[config.mk]
export PLATFORM = sky130hd
export DESIGN_NAME = nvm_cmd_ctrl
export DESIGN_NICKNAME = d
export VERILOG_FILES = /design/src/rtl/nvm_cmd_pkg.sv /design/src/rtl/nvm_cmd_ctrl_fsm.sv /design/src/rtl/nvm_cmd_ctrl_regs.sv /design/src/rtl/nvm_cmd_ctrl.sv
export SDC_FILE = /design/constraint.sdc
export NUM_CORES = 1
export LEC_CHECK = 0
export BUFFER_PORTS_ARGS = -buffer_cell sky130_fd_sc_hd__buf_2
export CORE_MARGIN = 2
export CORE_UTILIZATION = 53
export DETAILED_ROUTE_END_ITERATION = 8
export PLACE_DENSITY = 0.79
export SYNTH_ARGS = -nofsm -noshare
export SYNTH_HDL_FRONTEND = slang
export SYNTH_SLANG_ARGS = --single-unit
[constraint.sdc]
create_clock -name clk -period 2.2 [get_ports clk]
set_input_delay 0.22 -clock clk [delete_from_list [all_inputs] [get_ports clk]]
set_output_delay 0.22 -clock clk [all_outputs]
set_load 0.005 [all_outputs]
[src/rtl/nvm_cmd_pkg.sv]
package nvm_cmd_pkg;
  typedef enum logic [1:0] {OP_NONE = 2'b00, OP_PROG = 2'b01, OP_ERASE = 2'b10} flash_op_e;
  typedef enum logic [1:0] {UL_IDLE, UL_FIRST, UL_ARMED} unlock_e;

  typedef struct packed {
    logic ctlWrite;   // accepted control write (idle)
    logic launch;     // start accepted
    logic reject;     // start refused
    logic isErase;    // launched operation is an erase
  } strobe_t;

  localparam logic [1:0]  REG_CTL  = 2'd0;
  localparam logic [1:0]  REG_KEY  = 2'd1;
  localparam logic [1:0]  REG_PAGE = 2'd2;
  localparam logic [1:0]  REG_OFFS = 2'd3;
  localparam logic [15:0] KEY_FIRST  = 16'h0055;
  localparam logic [15:0] KEY_SECOND = 16'h00AA;
  localparam logic [3:0]  CODE_ERASE = 4'b0010;
  localparam logic [3:0]  CODE_PROG  = 4'b0001;
endpackage

[src/rtl/nvm_cmd_ctrl_fsm.sv]
module nvm_cmd_ctrl_fsm
  import nvm_cmd_pkg::*;
#(
  parameter int ERASE_CYC = 16,
  parameter int PROG_CYC  = 8
) (
  input  logic          clk,
  input  logic          rstN,
  input  logic          busWrEn,
  input  logic [1:0]    busAddr,
  input  logic [15:0]   busWrData,
  output strobe_t       strb,
  output logic          busy
);
  localparam int MAX_CYC = (ERASE_CYC > PROG_CYC) ? ERASE_CYC : PROG_CYC;
  localparam int CNT_W   = $clog2(MAX_CYC + 1);

  unlock_e          unlock;
  logic [CNT_W-1:0] cnt;
  logic ctlWr, keyWr, startReq, codeOk, goodStart, wantErase;

  assign ctlWr     = busWrEn && (busAddr == REG_CTL);
  assign keyWr     = busWrEn && (busAddr == REG_KEY);
  assign startReq  = ctlWr && !busy && busWrData[15];
  assign wantErase = (busWrData[3:0] == CODE_ERASE);
  assign codeOk    = (wantErase && busWrData[6]) ||
                     ((busWrData[3:0] == CODE_PROG) && !busWrData[6]);
  assign goodStart = startReq && (unlock == UL_ARMED) && busWrData[14] && codeOk;

  assign strb.ctlWrite = ctlWr && !busy;
  assign strb.launch   = goodStart;
  assign strb.reject   = startReq && !goodStart;
  assign strb.isErase  = wantErase;

  // Unlock tracker: only the exact next key advances it, any other write clears it
  always_ff @(posedge clk or negedge rstN) begin
    if (!rstN) begin
      unlock <= UL_IDLE;
    end else if (busWrEn) begin
      if (keyWr && busWrData == KEY_FIRST && unlock == UL_IDLE)
        unlock <= UL_FIRST;
      else if (keyWr && busWrData == KEY_SECOND && unlock == UL_FIRST)
        unlock <= UL_ARMED;
      else
        unlock <= UL_IDLE;
    end
  end

  // Busy window down-counter
  always_ff @(posedge clk or negedge rstN) begin
    if (!rstN) begin
      busy <= 1'b0;
      cnt  <= '0;
    end else if (goodStart) begin
      busy <= 1'b1;
      cnt  <= wantErase ? CNT_W'(ERASE_CYC - 1) : CNT_W'(PROG_CYC - 1);
    end else if (busy) begin
      if (cnt == '0) busy <= 1'b0;
      else           cnt  <= cnt - 1'b1;
    end
  end

  a_r4_busy_holds: assert property (@(posedge clk) disable iff (!rstN)
    busy && cnt != '0 |=> busy);
  a_r4_busy_ends: assert property (@(posedge clk) disable iff (!rstN)
    busy && cnt == '0 |=> !busy);
  a_r5_armed_after_first: assert property (@(posedge clk) disable iff (!rstN)
    unlock == UL_ARMED |-> $past(unlock) == UL_FIRST || $past(unlock) == UL_ARMED);
  a_r7_unlock_consumed: assert property (@(posedge clk) disable iff (!rstN)
    (strb.launch || strb.reject) |=> unlock == UL_IDLE);
endmodule

[src/rtl/nvm_cmd_ctrl_regs.sv]
module nvm_cmd_ctrl_regs
  import nvm_cmd_pkg::*;
#(
  parameter int PAGE_W    = 8,
  parameter int OFFS_W    = 16,
  parameter int ROW_SHIFT = 6,
  parameter int BLK_SHIFT = 9
) (
  input  logic                     clk,
  input  logic                     rstN,
  input  logic                     busWrEn,
  input  logic [1:0]               busAddr,
  input  logic [15:0]              busWrData,
  input  strobe_t                  strb,
  input  logic                     busy,
  output logic [15:0]              busRdData,
  output logic                     flashStart,
  output flash_op_e                flashOp,
  output logic [PAGE_W+OFFS_W-1:0] flashAddr
);
  localparam int ADDR_W = PAGE_W + OFFS_W;
  localparam logic [ADDR_W-1:0] BLK_MASK = {ADDR_W{1'b1}} << BLK_SHIFT;
  localparam logic [ADDR_W-1:0] ROW_MASK = {ADDR_W{1'b1}} << ROW_SHIFT;

  logic              wrEnBit, eraseBit, errBit;
  logic [3:0]        opCode;
  logic [PAGE_W-1:0] pageReg;
  logic [OFFS_W-1:0] offsReg;
  logic [ADDR_W-1:0] fullAddr;

  assign fullAddr = {pageReg, offsReg};

  always_ff @(posedge clk or negedge rstN) begin
    if (!rstN) begin
      wrEnBit  <= 1'b0;
      eraseBit <= 1'b0;
      errBit   <= 1'b0;
      opCode   <= '0;
    end else if (strb.ctlWrite) begin
      wrEnBit  <= busWrData[14];
      eraseBit <= busWrData[6];
      opCode   <= busWrData[3:0];
      errBit   <= busWrData[13] | strb.reject;
    end
  end

  always_ff @(posedge clk or negedge rstN) begin
    if (!rstN) begin
      pageReg <= '0;
      offsReg <= '0;
    end else if (busWrEn) begin
      if (busAddr == REG_PAGE) pageReg <= busWrData[PAGE_W-1:0];
      if (busAddr == REG_OFFS) offsReg <= busWrData[OFFS_W-1:0];
    end
  end

  always_ff @(posedge clk or negedge rstN) begin
    if (!rstN) begin
      flashStart <= 1'b0;
      flashOp    <= OP_NONE;
      flashAddr  <= '0;
    end else begin
      flashStart <= strb.launch;
      if (strb.launch) begin
        flashOp   <= strb.isErase ? OP_ERASE : OP_PROG;
        flashAddr <= fullAddr & (strb.isErase ? BLK_MASK : ROW_MASK);
      end
    end
  end

  always_comb begin
    case (busAddr)
      REG_CTL:  busRdData = {busy, wrEnBit, errBit, 6'b0, eraseBit, 2'b00, opCode};
      REG_PAGE: busRdData = 16'(pageReg);
      REG_OFFS: busRdData = 16'(offsReg);
      default:  busRdData = 16'h0000;
    endcase
  end

  a_r5_reject_sets_err: assert property (@(posedge clk) disable iff (!rstN)
    strb.reject |=> errBit);
  a_r8_busy_freezes: assert property (@(posedge clk) disable iff (!rstN)
    busy |=> $stable(opCode) && $stable(wrEnBit) && $stable(eraseBit));
  a_r10_erase_aligned: assert property (@(posedge clk) disable iff (!rstN)
    flashStart && flashOp == OP_ERASE |-> flashAddr[BLK_SHIFT-1:0] == '0);
  a_r2_single_pulse: assert property (@(posedge clk) disable iff (!rstN)
    flashStart |=> !flashStart);
endmodule

[src/rtl/nvm_cmd_ctrl.sv]
module nvm_cmd_ctrl
  import nvm_cmd_pkg::*;
#(
  parameter int PAGE_W         = 8,
  parameter int OFFS_W         = 16,
  parameter int ROW_WORDS      = 64,
  parameter int ROWS_PER_BLOCK = 8,
  parameter int ERASE_CYC      = 16,
  parameter int PROG_CYC       = 8
) (
  input  logic                     clk,
  input  logic                     rstN,
  input  logic                     busWrEn,
  input  logic [1:0]               busAddr,
  input  logic [15:0]              busWrData,
  output logic [15:0]              busRdData,
  output logic                     cpuStall,
  output logic                     flashStart,
  output logic [1:0]               flashOp,
  output logic [PAGE_W+OFFS_W-1:0] flashAddr
);
  localparam int ROW_SHIFT = $clog2(ROW_WORDS);
  localparam int BLK_SHIFT = $clog2(ROW_WORDS * ROWS_PER_BLOCK);

  strobe_t   strb;
  logic      busy;
  flash_op_e opInt;

  nvm_cmd_ctrl_fsm #(.ERASE_CYC(ERASE_CYC), .PROG_CYC(PROG_CYC)) u_fsm (
    .clk(clk), .rstN(rstN), .busWrEn(busWrEn), .busAddr(busAddr),
    .busWrData(busWrData), .strb(strb), .busy(busy)
  );

  nvm_cmd_ctrl_regs #(.PAGE_W(PAGE_W), .OFFS_W(OFFS_W),
                      .ROW_SHIFT(ROW_SHIFT), .BLK_SHIFT(BLK_SHIFT)) u_regs (
    .clk(clk), .rstN(rstN), .busWrEn(busWrEn), .busAddr(busAddr),
    .busWrData(busWrData), .strb(strb), .busy(busy), .busRdData(busRdData),
    .flashStart(flashStart), .flashOp(opInt), .flashAddr(flashAddr)
  );

  assign cpuStall = busy;
  assign flashOp  = opInt;
endmodule

# Word-level counts from Yosys, hierarchy flattened
# Index checks and enable logic that the tools add are counted.
# W data, S select, Z words.
# totals
inputBits	21
ram_bits	0
ff_bits	66
mem_count	0
romBits	0
latchBits	0
# classes
mux	12
order_cmp	0
n_mul	0
bitwise_logic	2
n_eq_ne	10
reduce_logical	25
div_mod_pow	0
addsub	1
shift	0
# ops
operator	count
$pmux W16 S3	1
$and A24 B24 Y24	1
$eq A16 B7 Y1 const B	1
$eq A16 B8 Y1 const B	1
$mux W5	3
$logic_and A1 B1 Y1	14
$mux W9	1
$eq A2 B2 Y1 const B	3
$mux W2	3
$reduce_and A2 Y1	3
$logic_not A5 Y1	1
$sub A5 B1 Y5 const B	1
$eq A2 B1 Y1 const B	2
$eq A4 B1 Y1 const B	1
$eq A4 B2 Y1 const B	1
$logic_not A2 Y1	2
$mux W4	1
$logic_not A1 Y1	3
$mux W1	3
$ne A2 B1 Y1 const B	1
$reduce_bool A2 Y1	1
$logic_or A1 B1 Y1	1
$or A1 B1 Y1	1

# Longest topological paths before layout
# depth
depth_word	10
ltp_mapped	6

# Cells and area by module
# A second synthesis with hierarchy kept.
# unflattened
cells_unflattened	211
hier_area_um2	2830.2
# modules_own_cells
module	area_each_um2	seq_area_each_um2	instances	cells_each
nvm_cmd_ctrl_regs	2285.9	1301.2	1	155
nvm_cmd_ctrl_fsm	544.3	200.2	1	56

# Worst setup path after synthesis
# OpenSTA, ideal clock, no wires.
# synth_timing
kind	register to register
from	register u_fsm.busy
to	register u_regs.flashAddr[10]
path_buffers	1
synth_period_minus_slack_ps	1748
slack_ps	452
arrival_time_ps	1623
path_stages_with_launch	6
setup_time_ps	125
required_ps	2075
path_cell_list	dfrtp_1 nor4b_4 nand2_2 nor2_4 buf_6 mux2_4
# synth_via
elab_chain_cells	6
# synth_lines
element	line	rtl
start: declaration	nvm_cmd_ctrl_fsm.sv:13	output logic busy
start signal: assignment	nvm_cmd_ctrl_fsm.sv:52	busy <= 1'b0;
start signal: assignment	nvm_cmd_ctrl_fsm.sv:55	busy <= 1'b1;
start signal: assignment	nvm_cmd_ctrl_fsm.sv:58	if (cnt == '0) busy <= 1'b0;
$logic_not A1 Y1	nvm_cmd_ctrl_fsm.sv:24	assign startReq = ctlWr && !busy && busWrData[15];
$logic_and A1 B1 Y1 (2 in series)	nvm_cmd_ctrl_fsm.sv:24	
$logic_and A1 B1 Y1 (3 in series)	nvm_cmd_ctrl_fsm.sv:28	assign goodStart = startReq && (unlock == UL_ARMED) && busWrData[14] && codeOk;
end signal: assignment	nvm_cmd_ctrl_regs.sv:66	flashAddr <= fullAddr & (strb.isErase ? BLK_MASK : ROW_MASK);
end: declaration	nvm_cmd_ctrl_regs.sv:19	output logic [PAGE_W+OFFS_W-1:0] flashAddr
# Every way passes these cells.
# A chain may end at the register's enable or synchronous reset.

# Worst setup path in the final report
# layout_timing
from	register u_fsm.unlock[0]
to	register u_regs.flashAddr[9]
# layout_via
elab_chain_cells	4
# layout_lines
element	line	rtl
start: declaration	nvm_cmd_ctrl_fsm.sv:18	unlock_e unlock;
start signal: assignment	nvm_cmd_ctrl_fsm.sv:38	unlock <= UL_IDLE;
start signal: assignment	nvm_cmd_ctrl_fsm.sv:41	unlock <= UL_FIRST;
start signal: assignment	nvm_cmd_ctrl_fsm.sv:43	unlock <= UL_ARMED;
$eq A2 B2 Y1	nvm_cmd_ctrl_fsm.sv:28	
$logic_and A1 B1 Y1 (3 in series)	nvm_cmd_ctrl_fsm.sv:28	
# Every way passes these cells.

==> flow_metrics.tcl <==
set metrics [dict create \
    holdCritPathClass "input pin to flip-flop" \
    timing.fmax_mhz 540 \
    clk_latency_ns 0.34 \
    ys_types 45 \
    antenna_cells 0 \
    htreeDepth 3 \
    vias 1905 \
    antenna_found_initial 0 \
    synthCells 208 \
    critPathLaunchType "flip-flop" \
    setup_viol 0 \
    crit_type "flip-flop to flip-flop" \
    wire_per_inst_um 16.3 \
    min_period_over_period_pct 84.1 \
    rsz0062_at_grt "false" \
    grt_pass1_vias 1878 \
    synth_area_mm2 0.00279 \
    dieHeight_um 76.6 \
    place_hpwl_um 3980 \
    synth.top_cell.area_share_pct 53.8 \
    max_cap_violations 0 \
    post-route-min-period_ns 1.85 \
    ir_drop_mv 0.470 \
    post-cts-setup-buffer-count 0 \
    fill_cells 396 \
    ys_warn_count 0 \
    tightest_slew_ns 0.711 \
    cts_inserted_buffers 9 \
    io_buffers 58 \
    synth-edff-count 0 \
    grt_max_degree 61 \
    nNetsFinal 297 \
    cts_root_buf "clkbuf_8" \
    power.density_mw_per_mm2 827 \
    area_delta_synth_final_pct 22.4 \
    cp.required_ns 2.42 \
    die_area_mm2 0.00587 \
    postLayoutCoreUtil_pct 67.0 \
    routed_wl_um 5700 \
    arrival_ns 2.07 \
    drc 0 \
    dr.pass1.iters 4 \
    drtIter0Drc 108 \
    num_io_pins 65 \
    postLayoutCellArea_mm2 0.00342 \
    ys_seq_area_share_pct 53.8 \
    yosys.area.top_type "dfrtp_1" \
    grt_first_pass_wirelength_um 9270 \
    fin_tns_setup_ns 0 \
    outcome "complete, no violations" \
    p_leak_nw 1.71 \
    core_area_mm2 0.00511 \
    multi_input_area_mm2 0.00118 \
    cts_tree "done" \
    dpl_cell_area_mm2 0.00316 \
    synth_flop_cell "dfrtp_1" \
    start_util_pct 54.7 \
    worst-path-max-fanout 14 \
    async_flop_share_pct 100 \
    synth.area.top_cells "dfrtp_1 (54%), mux2_2 (15%), mux2_4 (5.4%), a22o_1 (2.5%), mux2_1 (2.0%)" \
    end_kind "flip-flop" \
    finalHoldViolCount 0 \
    gp_congestion 0.815 \
    maxSlewViolCount 0 \
    synth-seq-cells 60 \
    max-slew-margin-rel_pct 52.5 \
    skew_ns 0.00882 \
    antenna_left 0 \
    cts_buffer_depth 2 \
    cts_sinks 60 \
    drive_above_1_share_pct 47.1 \
    grt_usage_pct 20.6 \
    seq_area_mm2 0.00150 \
    die_w_um 76.6 \
    cts.clk_slew.worst_paths_ns 0.07 \
    syn_area_per_cell_um2 13.4 \
    grt.overflow.total 0 \
    rows 26 \
    viasPerCell 5.44 \
]
repair_timing:
item | in CTS | in global routing
hold buffers | 1 | 0
endpoints found under the hold margin | 60 | 0
gates resized for setup | 0 | 0
cell usage in the layout, fill, tap and decap left out, types with 3 or more instances in the layout:
master and count:
dfrtp_1 60, buf_2 58, mux2_2 37, mux2_4 10
clkbuf_8 10, a22o_1 8, o21ai_0 7, conb_1 6
buf_4 6, nor2_1 5, and3_1 5, nand2_1 5
o31ai_1 5, mux2_1 5, inv_1 4, mux2i_1 4
nor4b_1 3, nor2b_1 3, bufinv_16 3
Yosys cell counts (4+ instances only):
cell type / n
a22o_1: 8
and3_1: 5
buf_4: 6
buf_6: 4
clkbuf_1: 4
dfrtp_1: 60
inv_1: 4
mux2_1: 5
mux2_2: 37
mux2_4: 10
mux2i_1: 4
nand2_1: 5
nor2_1: 5
o21ai_0: 7
o31ai_1: 5
per-stage QoR:
stage / worst slack [ns] / cells / hold slack, ns / power, mW
floorplan: 0.452 / 213 / -0.0756 / 1.49
CTS: 0.344 / 350 / 0.119 / 2.84
finish: 0.349 / 350 / 0.136 / 2.83
detailed placement: 0.343 / 333 / 0.251 / 1.62
global route: 0.248 / 350 / 0.123 / 2.93
global placement: 0.337 / 333 / 0.248 / 1.60
cell families after synthesis:
family | after synthesis | share of synthesized area [%]
flops | 60 | 53.8
simple gates | 41 | 9.86
fa+ha+maj | 1 | 0.448
other cells | 1 | 0.134
xor+xnor | 1 | 0.314
buf+inv | 20 | 4.61
mux | 56 | 23.7
compound gates | 28 | 7.12
routing by layer:
layer / track usage [%] / part of all wire (%) / vias to the layer above
met1: 26.7 / 45 / 954
li1: - / - / 888
met4: 10.0 / 2.0 / 0
met5: 0 / 0 / -
met3: 4.98 / 4.3 / 11
met2: 32.7 / 48 / 52
worst paths after layout:
path                              startpoint              endpoint  slack [ns]  cells past startpoint
setup reg to reg             u_fsm.unlock[0]   u_regs.flashAddr[9]        0.35                      5
hold / removal                 busWrData[11]    u_regs.offsReg[11]        0.14                      2
hold reg to reg            u_regs.flashOp[0]     u_regs.flashOp[0]        0.48                      1
min in group asynchronous               rstN  u_regs.flashAddr[13]        0.40                      3
max in group asynchronous               rstN          u_fsm.cnt[1]        1.52                      3
setup / recovery             u_fsm.unlock[0]   u_regs.flashAddr[9]        0.35                      5
flip-flops by register name (all words and copies together) (netlist names), 2 cells and up:
name and cells:
u_regs.flashOp 2, u_fsm.unlock 2, u_fsm.cnt 5, u_regs.flashAddr 18
u_regs.opCode 4, u_regs.pageReg 8, u_regs.offsReg 16
final cells by class:
| cell class | count | share of cell area (%) |
|---|---|---|
| clock inverters | 6 | 3.26 |
| clock buffers | 10 | 4.02 |
| multi-input cells | 133 | 34.5 |
| flip-flops and latches | 60 | 43.9 |
| inverters | 4 | 0.439 |
| repair buffers | 67 | 11.3 |
| well taps | 70 | 2.56 |
critical path: stages (launching register included):
cell and delay, ns:
dfrtp_1 0.41, nor4b_1 0.26, o211ai_1 0.20, nor2_4 0.31, buf_12 0.21, mux2_2 0.35
power by group:
group	internal (mW)	switching, mW	leakage (nW)
sequential	1.21	0.0726	0.771
clock	0.783	0.444	0.122
combinational	0.180	0.139	0.817
Power figures use the tool's default switching activity.
